## config.mk

```make
export PLATFORM = sky130hd
export DESIGN_NAME = timer_chan
export DESIGN_NICKNAME = d
export VERILOG_FILES = /design/src/rtl/timer_chan_pkg.sv /design/src/rtl/timer_chan_presc.sv /design/src/rtl/timer_chan_count.sv /design/src/rtl/timer_chan_regs.sv /design/src/rtl/timer_chan.sv
export SDC_FILE = /design/constraint.sdc
export NUM_CORES = 1
export LEC_CHECK = 0
export BUFFER_PORTS_ARGS = -buffer_cell sky130_fd_sc_hd__buf_2
export CAP_MARGIN = 0
export CORE_ASPECT_RATIO = 0.9
export CORE_MARGIN = 5
export CORE_UTILIZATION = 54
export DETAILED_ROUTE_END_ITERATION = 10
export PLACE_DENSITY_LB_ADDON = 0.3
export SYNTH_ARGS = -nofsm -noshare
export SYNTH_HDL_FRONTEND = slang
export SYNTH_SLANG_ARGS = --single-unit
export TNS_END_PERCENT = 1
```

## constraint.sdc

```tcl
create_clock -name clk -period 2.3 [get_ports clk]
set_input_delay 0.23 -clock clk [delete_from_list [all_inputs] [get_ports clk]]
set_output_delay 0.23 -clock clk [all_outputs]
set_load 0.02 [all_outputs]
```

## src/rtl/timer_chan_pkg.sv

```systemverilog
package timer_chan_pkg;

    typedef enum logic [1:0] {
        SEL_RELOAD = 2'd0,
        SEL_COUNT  = 2'd1,
        SEL_CTRL   = 2'd2,
        SEL_CAPT   = 2'd3
    } reg_sel_e;

    // Stored control bits [7:0]; field order fixes bit positions.
    typedef struct packed {
        logic [1:0] capt_mode;  // [7:6] stored only
        logic       irq_en;     // [5]
        logic [1:0] edge_mode;  // [4:3] stored only
        logic [2:0] div_code;   // [2:0]
    } ctl_t;

    localparam int CTL_W     = $bits(ctl_t);
    localparam int FLAG_BIT  = 8;
    localparam int BASE_DIV  = 4;
    localparam int DIV_SHIFT = 2;

endpackage

```

## src/rtl/timer_chan_presc.sv

```systemverilog
module timer_chan_presc #(
    parameter int DIV_STEPS = 5,
    parameter int MAX_DIV   = timer_chan_pkg::BASE_DIV << (timer_chan_pkg::DIV_SHIFT * (DIV_STEPS - 1)),
    parameter int PS_W      = $clog2(MAX_DIV)
) (
    input  logic       clk,
    input  logic       rst_n,
    input  logic       run_en,
    input  logic       restart,
    input  logic [2:0] div_code,
    output logic       tick
);
    import timer_chan_pkg::*;

    typedef struct packed {
        logic [PS_W-1:0] cnt;
    } ps_state_t;

    ps_state_t st_d, st_q;
    logic [PS_W-1:0] term_tbl [DIV_STEPS];
    logic [PS_W-1:0] term;
    logic            code_ok;

    for (genvar g = 0; g < DIV_STEPS; g++) begin : g_term
        assign term_tbl[g] = PS_W'((BASE_DIV << (DIV_SHIFT * g)) - 1);
    end

    always_comb begin
        term    = '0;
        code_ok = 1'b0;
        for (int i = 0; i < DIV_STEPS; i++) begin
            if (div_code == 3'(i)) begin
                term    = term_tbl[i];
                code_ok = 1'b1;
            end
        end
    end

    always_comb begin
        st_d = st_q;
        tick = 1'b0;
        if (restart || !run_en || !code_ok) begin
            st_d.cnt = '0;
        end else if (st_q.cnt == term) begin
            st_d.cnt = '0;
            tick     = 1'b1;
        end else begin
            st_d.cnt = st_q.cnt + 1'b1;
        end
    end

    always_ff @(posedge clk or negedge rst_n) begin
        if (!rst_n) st_q <= '0;
        else        st_q <= st_d;
    end

endmodule

```

## src/rtl/timer_chan_count.sv

```systemverilog
module timer_chan_count #(
    parameter int CNT_W = 32
) (
    input  logic             clk,
    input  logic             rst_n,
    input  logic             tick,
    input  logic             load_en,
    input  logic [CNT_W-1:0] load_val,
    input  logic [CNT_W-1:0] reload_val,
    output logic [CNT_W-1:0] cnt_val,
    output logic             underflow
);
    typedef struct packed {
        logic [CNT_W-1:0] cnt;
    } cnt_state_t;

    cnt_state_t st_d, st_q;

    always_comb begin
        st_d      = st_q;
        underflow = tick && (st_q.cnt == '0);
        if (load_en) begin
            st_d.cnt = load_val;
        end else if (tick) begin
            if (st_q.cnt == '0) st_d.cnt = reload_val;
            else                st_d.cnt = st_q.cnt - 1'b1;
        end
    end

    always_ff @(posedge clk or negedge rst_n) begin
        if (!rst_n) st_q <= '1;
        else        st_q <= st_d;
    end

    assign cnt_val = st_q.cnt;

endmodule

```

## src/rtl/timer_chan_regs.sv

```systemverilog
module timer_chan_regs #(
    parameter int CNT_W    = 32,
    parameter bit HAS_CAPT = 1'b1
) (
    input  logic             clk,
    input  logic             rst_n,
    input  logic             wr_en,
    input  logic [1:0]       reg_sel,
    input  logic [CNT_W-1:0] wdata,
    input  logic [CNT_W-1:0] cnt_val,
    input  logic             underflow,
    output logic [CNT_W-1:0] rdata,
    output logic [CNT_W-1:0] reload_val,
    output logic [2:0]       div_code,
    output logic             irq_en,
    output logic             flag,
    output logic             restart,
    output logic             cnt_load,
    output logic             irq
);
    import timer_chan_pkg::*;

    typedef struct packed {
        logic [CNT_W-1:0] reload;
        logic [CNT_W-1:0] capt;
        ctl_t             ctl;
        logic             flag;
    } reg_state_t;

    reg_state_t st_d, st_q;
    logic       wr_ctl;

    always_comb begin
        st_d     = st_q;
        wr_ctl   = wr_en && (reg_sel == SEL_CTRL);
        cnt_load = wr_en && (reg_sel == SEL_COUNT);
        restart  = wr_ctl;
        if (wr_en && (reg_sel == SEL_RELOAD)) st_d.reload = wdata;
        if (HAS_CAPT && wr_en && (reg_sel == SEL_CAPT)) st_d.capt = wdata;
        if (wr_ctl) begin
            st_d.ctl = ctl_t'(wdata[CTL_W-1:0]);
            if (!wdata[FLAG_BIT]) st_d.flag = 1'b0;
        end
        if (underflow) st_d.flag = 1'b1;
    end

    always_ff @(posedge clk or negedge rst_n) begin
        if (!rst_n) begin
            st_q.reload <= '1;
            st_q.capt   <= '0;
            st_q.ctl    <= '0;
            st_q.flag   <= 1'b0;
        end else begin
            st_q <= st_d;
        end
    end

    always_comb begin
        case (reg_sel)
            SEL_RELOAD: rdata = st_q.reload;
            SEL_COUNT:  rdata = cnt_val;
            SEL_CTRL:   rdata = CNT_W'({st_q.flag, st_q.ctl});
            default:    rdata = HAS_CAPT ? st_q.capt : '0;
        endcase
    end

    assign reload_val = st_q.reload;
    assign div_code   = st_q.ctl.div_code;
    assign irq_en     = st_q.ctl.irq_en;
    assign flag       = st_q.flag;
    assign irq        = st_q.flag & st_q.ctl.irq_en;

endmodule

```

## src/rtl/timer_chan.sv

```systemverilog
module timer_chan #(
    parameter int CNT_W     = 32,
    parameter int DIV_STEPS = 5,
    parameter bit HAS_CAPT  = 1'b1
) (
    input  logic             clk,
    input  logic             rst_n,
    input  logic             run_en,
    input  logic             wr_en,
    input  logic [1:0]       reg_sel,
    input  logic [CNT_W-1:0] wdata,
    output logic [CNT_W-1:0] rdata,
    output logic             irq
);
    logic             tick;
    logic             restart;
    logic             cnt_load;
    logic             underflow;
    logic             flag;
    logic             irq_en;
    logic [2:0]       div_code;
    logic [CNT_W-1:0] cnt_val;
    logic [CNT_W-1:0] reload_val;

    timer_chan_presc #(.DIV_STEPS(DIV_STEPS)) u_presc (
        .clk      (clk),
        .rst_n    (rst_n),
        .run_en   (run_en),
        .restart  (restart),
        .div_code (div_code),
        .tick     (tick)
    );

    timer_chan_count #(.CNT_W(CNT_W)) u_count (
        .clk        (clk),
        .rst_n      (rst_n),
        .tick       (tick),
        .load_en    (cnt_load),
        .load_val   (wdata),
        .reload_val (reload_val),
        .cnt_val    (cnt_val),
        .underflow  (underflow)
    );

    timer_chan_regs #(.CNT_W(CNT_W), .HAS_CAPT(HAS_CAPT)) u_regs (
        .clk        (clk),
        .rst_n      (rst_n),
        .wr_en      (wr_en),
        .reg_sel    (reg_sel),
        .wdata      (wdata),
        .cnt_val    (cnt_val),
        .underflow  (underflow),
        .rdata      (rdata),
        .reload_val (reload_val),
        .div_code   (div_code),
        .irq_en     (irq_en),
        .flag       (flag),
        .restart    (restart),
        .cnt_load   (cnt_load),
        .irq        (irq)
    );

endmodule

```

==> results of run 1 <==
final cells by class:
type,instances,share of cell area
Multi-Input combinational cell,444,0.436
Sequential cell,115,0.366
Timing Repair Buffer,123,0.0998
Clock buffer,27,0.0597
Tap cell,160,0.0247
Clock inverter,5,0.00928
Inverter,9,0.00418
state kept, by name, indices dropped and copies added, names as in the netlist:
name,cells
u_count.cnt_val,32
u_presc.st_q,10
u_regs.div_code,3
u_regs.flag,1
u_regs.irq_en,1
u_regs.reload_val,32
u_regs.st_q,36
layout by cell type, fill, tap and decap left out, drive strengths merged, types with 4 or more instances in the layout:
cell type  count
dfstp         64
a31oi          9
a2bb2oi        6
nor4          13
a21oi         11
o21ai         29
nand2         52
and2           6
xor2          14
nand2b         4
nor3          20
clkbuf        27
nand4          4
o2bb2ai        5
mux2          93
buf          122
nor2          41
a22o          23
o22ai          7
a211o          5
mux2i         10
mux4           9
inv            9
a211oi         5
or3            9
dfrtp         51
and3           4
a32oi          4
nand3         10
repair_timing:
item | CTS | global route
buffers inserted | 2 | 0
endpoints found under the setup margin | 21 | 32
endpoints found under the hold margin | 15 | 0
gates resized for setup | 4 | 9
hold buffers | 1 | 0
pin swaps | 3 | 1
per-layer routing:
metal / vias to the layer above / part of all wire
met5: - / 0
met4: 0 / 0.012
met3: 20 / 0.061
met2: 180 / 0.48
met1: 2722 / 0.45
li1: 2497 / -
worst reg2reg max path, delay by kind of cell, from the launching register on:
family	cells	cell delay (ps)
AO/OA/AOI/OAI	4	830
buffers and inverters	1	160
flip-flops	1	440
AND/OR/NAND/NOR	2	960
cells by family after synthesis:
family,synth area share
AND/OR/NAND/NOR,0.144
buffers and inverters,0.0348
flip-flops,0.445
AO/OA/AOI/OAI,0.144
multiplexers,0.205
adder cells (fa/ha/maj),0.00564
XOR/XNOR,0.0224
worst max path at each step:
stage                        start  slack, ps             endpoint  cells after the start
5_1_grt         u_regs.div_code[0]       -230   u_count.cnt_val[9]                      7
3_5_place_dp    u_regs.div_code[0]       -160  u_count.cnt_val[24]                      8
4_1_cts         u_regs.div_code[0]       -150   u_count.cnt_val[9]                      7
3_3_place_gp    u_regs.div_code[0]       -100   u_count.cnt_val[9]                      7
2_1_floorplan  u_count.cnt_val[13]        -40  u_count.cnt_val[23]                      8
6_report        u_regs.div_code[0]       -170   u_count.cnt_val[9]                      7
power by group through the flow:
stage	Clock [mW]	Combinational, mW	Sequential, mW
2_1_floorplan	0	1.18	2.86
3_3_place_gp	0	1.60	3.00
3_5_place_dp	0	1.66	3.03
4_1_cts	2.55	1.70	3.00
5_1_grt	2.67	1.85	3.07
6_report	2.53	1.70	3.02
==> impl_results.md, run 1 <==
* Sw power at 2.14 mW
* FF+latch count, synth at 115
* DRC errors left at 0
* Overall die height at 115 um
* Total track usage at 0.245
* HP Start: wdata[6]
* CP required at 2640 ps
* Crit path cell chain: or3_4, a211oi_2, o211ai_1, or4b_4, buf_12, a2111o_1, a31oi_1
* Post-synth top cells: mux2_2, dfstp_2, dfrtp_1, nand2_1, nor2_1
* Power share of the sequential group at 0.417
* Sequential cell area at 2960 um2
* Crit path largest cell delay at 540 ps
* Core area at 12100 um2
* Clock root buffer: clkbuf_16
* Worst Reg-to-Reg Cells at 7
* Final WL at 17400 um
* Final setup violation count at 21
* ANT nets after route at 0
* Die W at 127 um
* Area post-placement at 7450 um2
* Share of layout cells above drive strength 1 at 0.474
* Routed vias/inst at 6.14
* Synth Flop Type: dfstp_2
* Final Power at 7.25 mW
* Final Hold Slack at 43.5 ps
* Clock power share at 0.348
* PwrDens at 896 nW/um2
* R2r startpoint: u_regs.div_code[0]
* Final clock skew at 7.15 ps
* Met3 layer usage reported by global route at 0.0590
* Leakage at 3.43 nW
* WP buf/inv at 1
* TritonCTS clock tree: yes
* Share of synthesized registers carrying an async set or reset at 1.00
* Critical path type: reg2reg
* Hold path depth at 3
* Most used routing layer: met2
* Initial antenna violation count at 0
* CP arrival at 2810 ps
* CP top delay family: simple AND/OR/NAND/NOR gates
* Largest net degree at the start of global routing at 55
* RePlAce Congestion at 0.929
* Count of different cell masters after synthesis at 71
* DP HPWL at 12200 um
* Wirelength per Cell at 19.7 um
* DIE AREA at 14600 um2
* Placed Instances at 848
* Final cell count without fillers at 883
* Fraction of the cycle the final worst path needs at 1.07
* Status: finished with violations
* Vias in the first global route at 5521
* Least-Margin Pin Slew at 506 ps
* Syn. warnings at 0
* Max Fanout on Critical Path at 10
* Post-synth top area share at 0.253
* Fillers at 917
* Fin Setup TNS at -1900 ps
* Reg2reg end: u_count.cnt_val[9]
* Grt ovf at 0
* Starting density of the core at 0.551
* FP Rows at 38
* Met1 usage at 0.333
* Pre-antenna DRT Iters at 6
* H-tree levels at 4
* Failing checks: negative setup slack
* Hold EP: u_count.cnt_val[6]
* Fin nets at 751
* Clock slew at the register clock pins of the worst setup and hold paths at 50 ps
* Routed vias at 5419
* Avg Inst Size Synth at 10.9 um2
* Final min period at 2470 ps
* CP Launch Type: flip-flop
* Final Util at 0.670
* Synth top area cells: dfstp_2, dfrtp_1, mux2_2
* R2r setup slk at -170 ps
* Final Hold Viols at 0
* Clock sink count at 115
* Routing usage on met2 at 0.398
* # IOs at 71
* Hold WC Path Type: in2reg
* RSZ-0062 raised after global routing: yes
* Most frequent cell after synthesis: mux2_2
* Pint at 5.11 mW
* Peak VDD IR at 534 uV
* ANT cells at 0
* Post-route design area at 8090 um2
* TritonCTS Buffers at 17
* Slowest CP cell: or4b_4
* Syn nets at 652
* Layout area overhead at 21.6%
* CP endpoint kind: flip-flop
* Final-report max-slew violation count at 0
* Multi-input logic area at 3530 um2
* Combinational share of power at 0.235
* Worst setup margin at -166 ps
* Worst skew pair latency at 420 ps
* Iter 0 DRT Violations at 431
* Dpl ws at -160 ps
* Net Sw Frac at 0.296
* Post-synthesis sequential area ratio at 0.445
* PortBufs at 70
* Cells after synthesis at 611
* Clock buffer depth at 2
* Max cap viols at 0
* Achievable Freq at 406 MHz
* Max-slew headroom at 0.654
* Synth area leader: dfstp_2
* Post-synth EDFFs at 0
* Mapped cell area at 6650 um2
* First-pass GRT wire length at 28700 um
Power figures use the tool's default switching activity.
==> inputs of run 2 (changes only) <==
--- a/config.mk
+++ b/config.mk
@@ -9,7 +9,7 @@
 export CAP_MARGIN = 0
 export CORE_ASPECT_RATIO = 0.9
 export CORE_MARGIN = 5
-export CORE_UTILIZATION = 54
+export CORE_UTILIZATION = 35
 export DETAILED_ROUTE_END_ITERATION = 10
 export PLACE_DENSITY_LB_ADDON = 0.3
 export SYNTH_ARGS = -nofsm -noshare
==> run 2 against run 1 <==
Compared with the run above:
- the flow still finishes with violations (negative setup slack)
- flip-flop and latch count did not move
- count of clock-buffer cells in the layout fell by 5
- critical path depth rose by 1
- clock skew barely moved
- routed wire length rose by 10%
- global-route usage fell by 6.4 points
- maximum frequency rose by 0.53%
- first-iteration DRC count fell by 18%
- final cell count rose by 11%
- core utilization fell by 22 points
- worst setup slack improved by 13 ps
- sequential share of layout area fell by 1.4 points
- highest routed layer unchanged
==> impl_results.md, run 2 (synthesis results as in run 1) <==
* Status: finished with violations (unchanged)
* Failing checks: negative setup slack (unchanged)
* Layout area overhead at 26.3% (was 21.6%)
* Vias in the first global route at 5875 (was 5521)
* TritonCTS clock tree: yes (unchanged)
* Overall die height at 141 um (was 115 um)
* Fraction of the cycle the final worst path needs at 1.07 (about the same)
* CP arrival at 2800 ps (was 2810 ps)
* Most frequent cells in the layout: mux2_2, buf_2, dfstp_2 (unchanged)
* Final Util at 0.454 (was 0.670)
* Pre-antenna DRT Iters at 5 (was 6)
* TritonCTS Buffers at 17 (unchanged)
* Worst skew pair latency at 430 ps (was 420 ps)
* Share of layout cells above drive strength 1 at 0.499 (was 0.474)
* Routing usage on met2 at 0.290 (was 0.398)
* Max FFs per register at 36 (unchanged)
* DIE AREA at 21900 um2 (was 14600 um2)
* # IOs at 71 (unchanged)
* Wirelength per Cell at 19.5 um (was 19.7 um)
* Worst setup margin at -153 ps (was -166 ps)
* Achievable Freq at 408 MHz (was 406 MHz)
* CP Launch Type: flip-flop (unchanged)
* Post-route design area at 8400 um2 (was 8090 um2)
* Area post-placement at 7660 um2 (was 7450 um2)
* CP required at 2650 ps (was 2640 ps)
* Leakage at 3.54 nW (was 3.43 nW)
* Largest Register: u_regs.st_q (unchanged)
* Final min period at 2450 ps (was 2470 ps)
* Max Fanout on Critical Path at 6 (was 10)
* Final-report max-slew violation count at 0 (unchanged)
* Largest net degree at the start of global routing at 52 (was 55)
* Final Power at 7.55 mW (was 7.25 mW)
* Iter 0 DRT Violations at 353 (was 431)
* CP endpoint kind: flip-flop (unchanged)
* Clock root buffer: clkbuf_16 (unchanged)
* ANT cells at 0 (unchanged)
* Final setup violation count at 22 (was 21)
* Hold WC Path Type: in2reg (unchanged)
* Total track usage at 0.181 (was 0.245)
* DP HPWL at 13100 um (was 12200 um)
* Final Hold Viols at 0 (unchanged)
* Commonest non-fill, non-tap cell in the layout: mux2_2 (unchanged)
* Core area at 18500 um2 (was 12100 um2)
* Most used routing layer: met2 (unchanged)
* Final clock skew at 7.52 ps (was 7.15 ps)
* First-pass GRT wire length at 31400 um (was 28700 um)
* Routed vias at 5575 (was 5419)
* PwrDens at 898 nW/um2 (was 896 nW/um2)
* Dpl ws at -220 ps (was -160 ps)
* H-tree levels at 4 (unchanged)
* Final WL at 19200 um (was 17400 um)
* Fin nets at 767 (was 751)
* PortBufs at 70 (unchanged)
* Grt ovf at 0 (unchanged)
* Met3 layer usage reported by global route at 0.0487 (was 0.0590)
* Peak VDD IR at 592 uV (was 534 uV)
* Routed vias/inst at 5.67 (was 6.14)
* Max cap viols at 0 (unchanged)
* RePlAce Congestion at 0.839 (was 0.929)
* Met1 usage at 0.241 (was 0.333)
* Die W at 155 um (was 127 um)
* DRC errors left at 0 (unchanged)
* Least-Margin Pin Slew at 518 ps (was 506 ps)
* Max-slew headroom at 0.646 (was 0.654)
* Clock slew at the register clock pins of the worst setup and hold paths at 50 ps (about the same)
* RSZ-0062 raised after global routing: yes (unchanged)
* Critical path type: reg2reg (unchanged)
* Initial antenna violation count at 0 (unchanged)
* FP Rows at 47 (was 38)
* ANT nets after route at 0 (unchanged)
* Clock buffer depth at 2 (unchanged)
* Starting density of the core at 0.359 (was 0.551)
* Clock sink count at 115 (unchanged)
[run 2: area by class of cell]
cell class,count,area (um2)
Fill cell,1733,10100
Multi-Input combinational cell,444,3560
Sequential cell,115,2960
Timing Repair Buffer,139,938
Clock buffer,22,474
Tap cell,245,307
Clock inverter,10,130
Inverter,9,33.8
[run 2: critical path, stage by stage (launching register included)]
cell and delay (ps):
dfrtp_2 450, buf_6 140, nor4bb_4 250, a21oi_1 70, o221a_2 250, or4b_4 620, buf_6 160, a211o_1 240
a31oi_1 180
[run 2: per-layer routing]
metal  vias up  routed length (um)  part of all wire
met4         0                 291             0.015
met5         -                   0                 0
li1       2521                   -                 -
met1      2855                9020              0.47
met2       171                9080              0.47
met3        28                 845             0.044
[run 2: what timing repair did]
item	4_1_cts	5_1_grt
hold endpoints to repair	22	0
buffers inserted	4	1
hold buffers	1	0
pin swaps	9	9
cloned	0	0
setup endpoints to repair	29	42
resized for setup	7	16
[run 2: worst paths after layout]
kind                                    start  slack [ps]               endpoint  cells after the start
hold / removal                      wdata[12]          30    u_count.cnt_val[12]                      3
min in group asynchronous               rst_n         290        u_regs.st_q[15]                      2
max in group asynchronous               rst_n        1290  u_regs.reload_val[29]                      3
setup reg to reg           u_regs.div_code[0]        -150     u_count.cnt_val[8]                      8
setup / recovery           u_regs.div_code[0]        -150     u_count.cnt_val[8]                      8
hold reg to reg               u_presc.st_q[0]         500        u_presc.st_q[0]                      1
[run 2: stage by stage]
stage / std cells / TNS [ps] / hold slack [ps]
after floorplan: 611 / -157 / -65.6
after CTS: 983 / -1550 / 24.0
after global routing: 984 / -3520 / 52.9
after global placement: 946 / -419 / 209
final: 984 / -1330 / 31.1
after detailed placement: 946 / -1570 / 218
[run 2: report_power, final]
part           internal, mW  total, mW  switching [mW]
Sequential             2.60       2.98           0.382
Combinational         0.922       1.82           0.903
Clock                  1.78       2.74           0.963
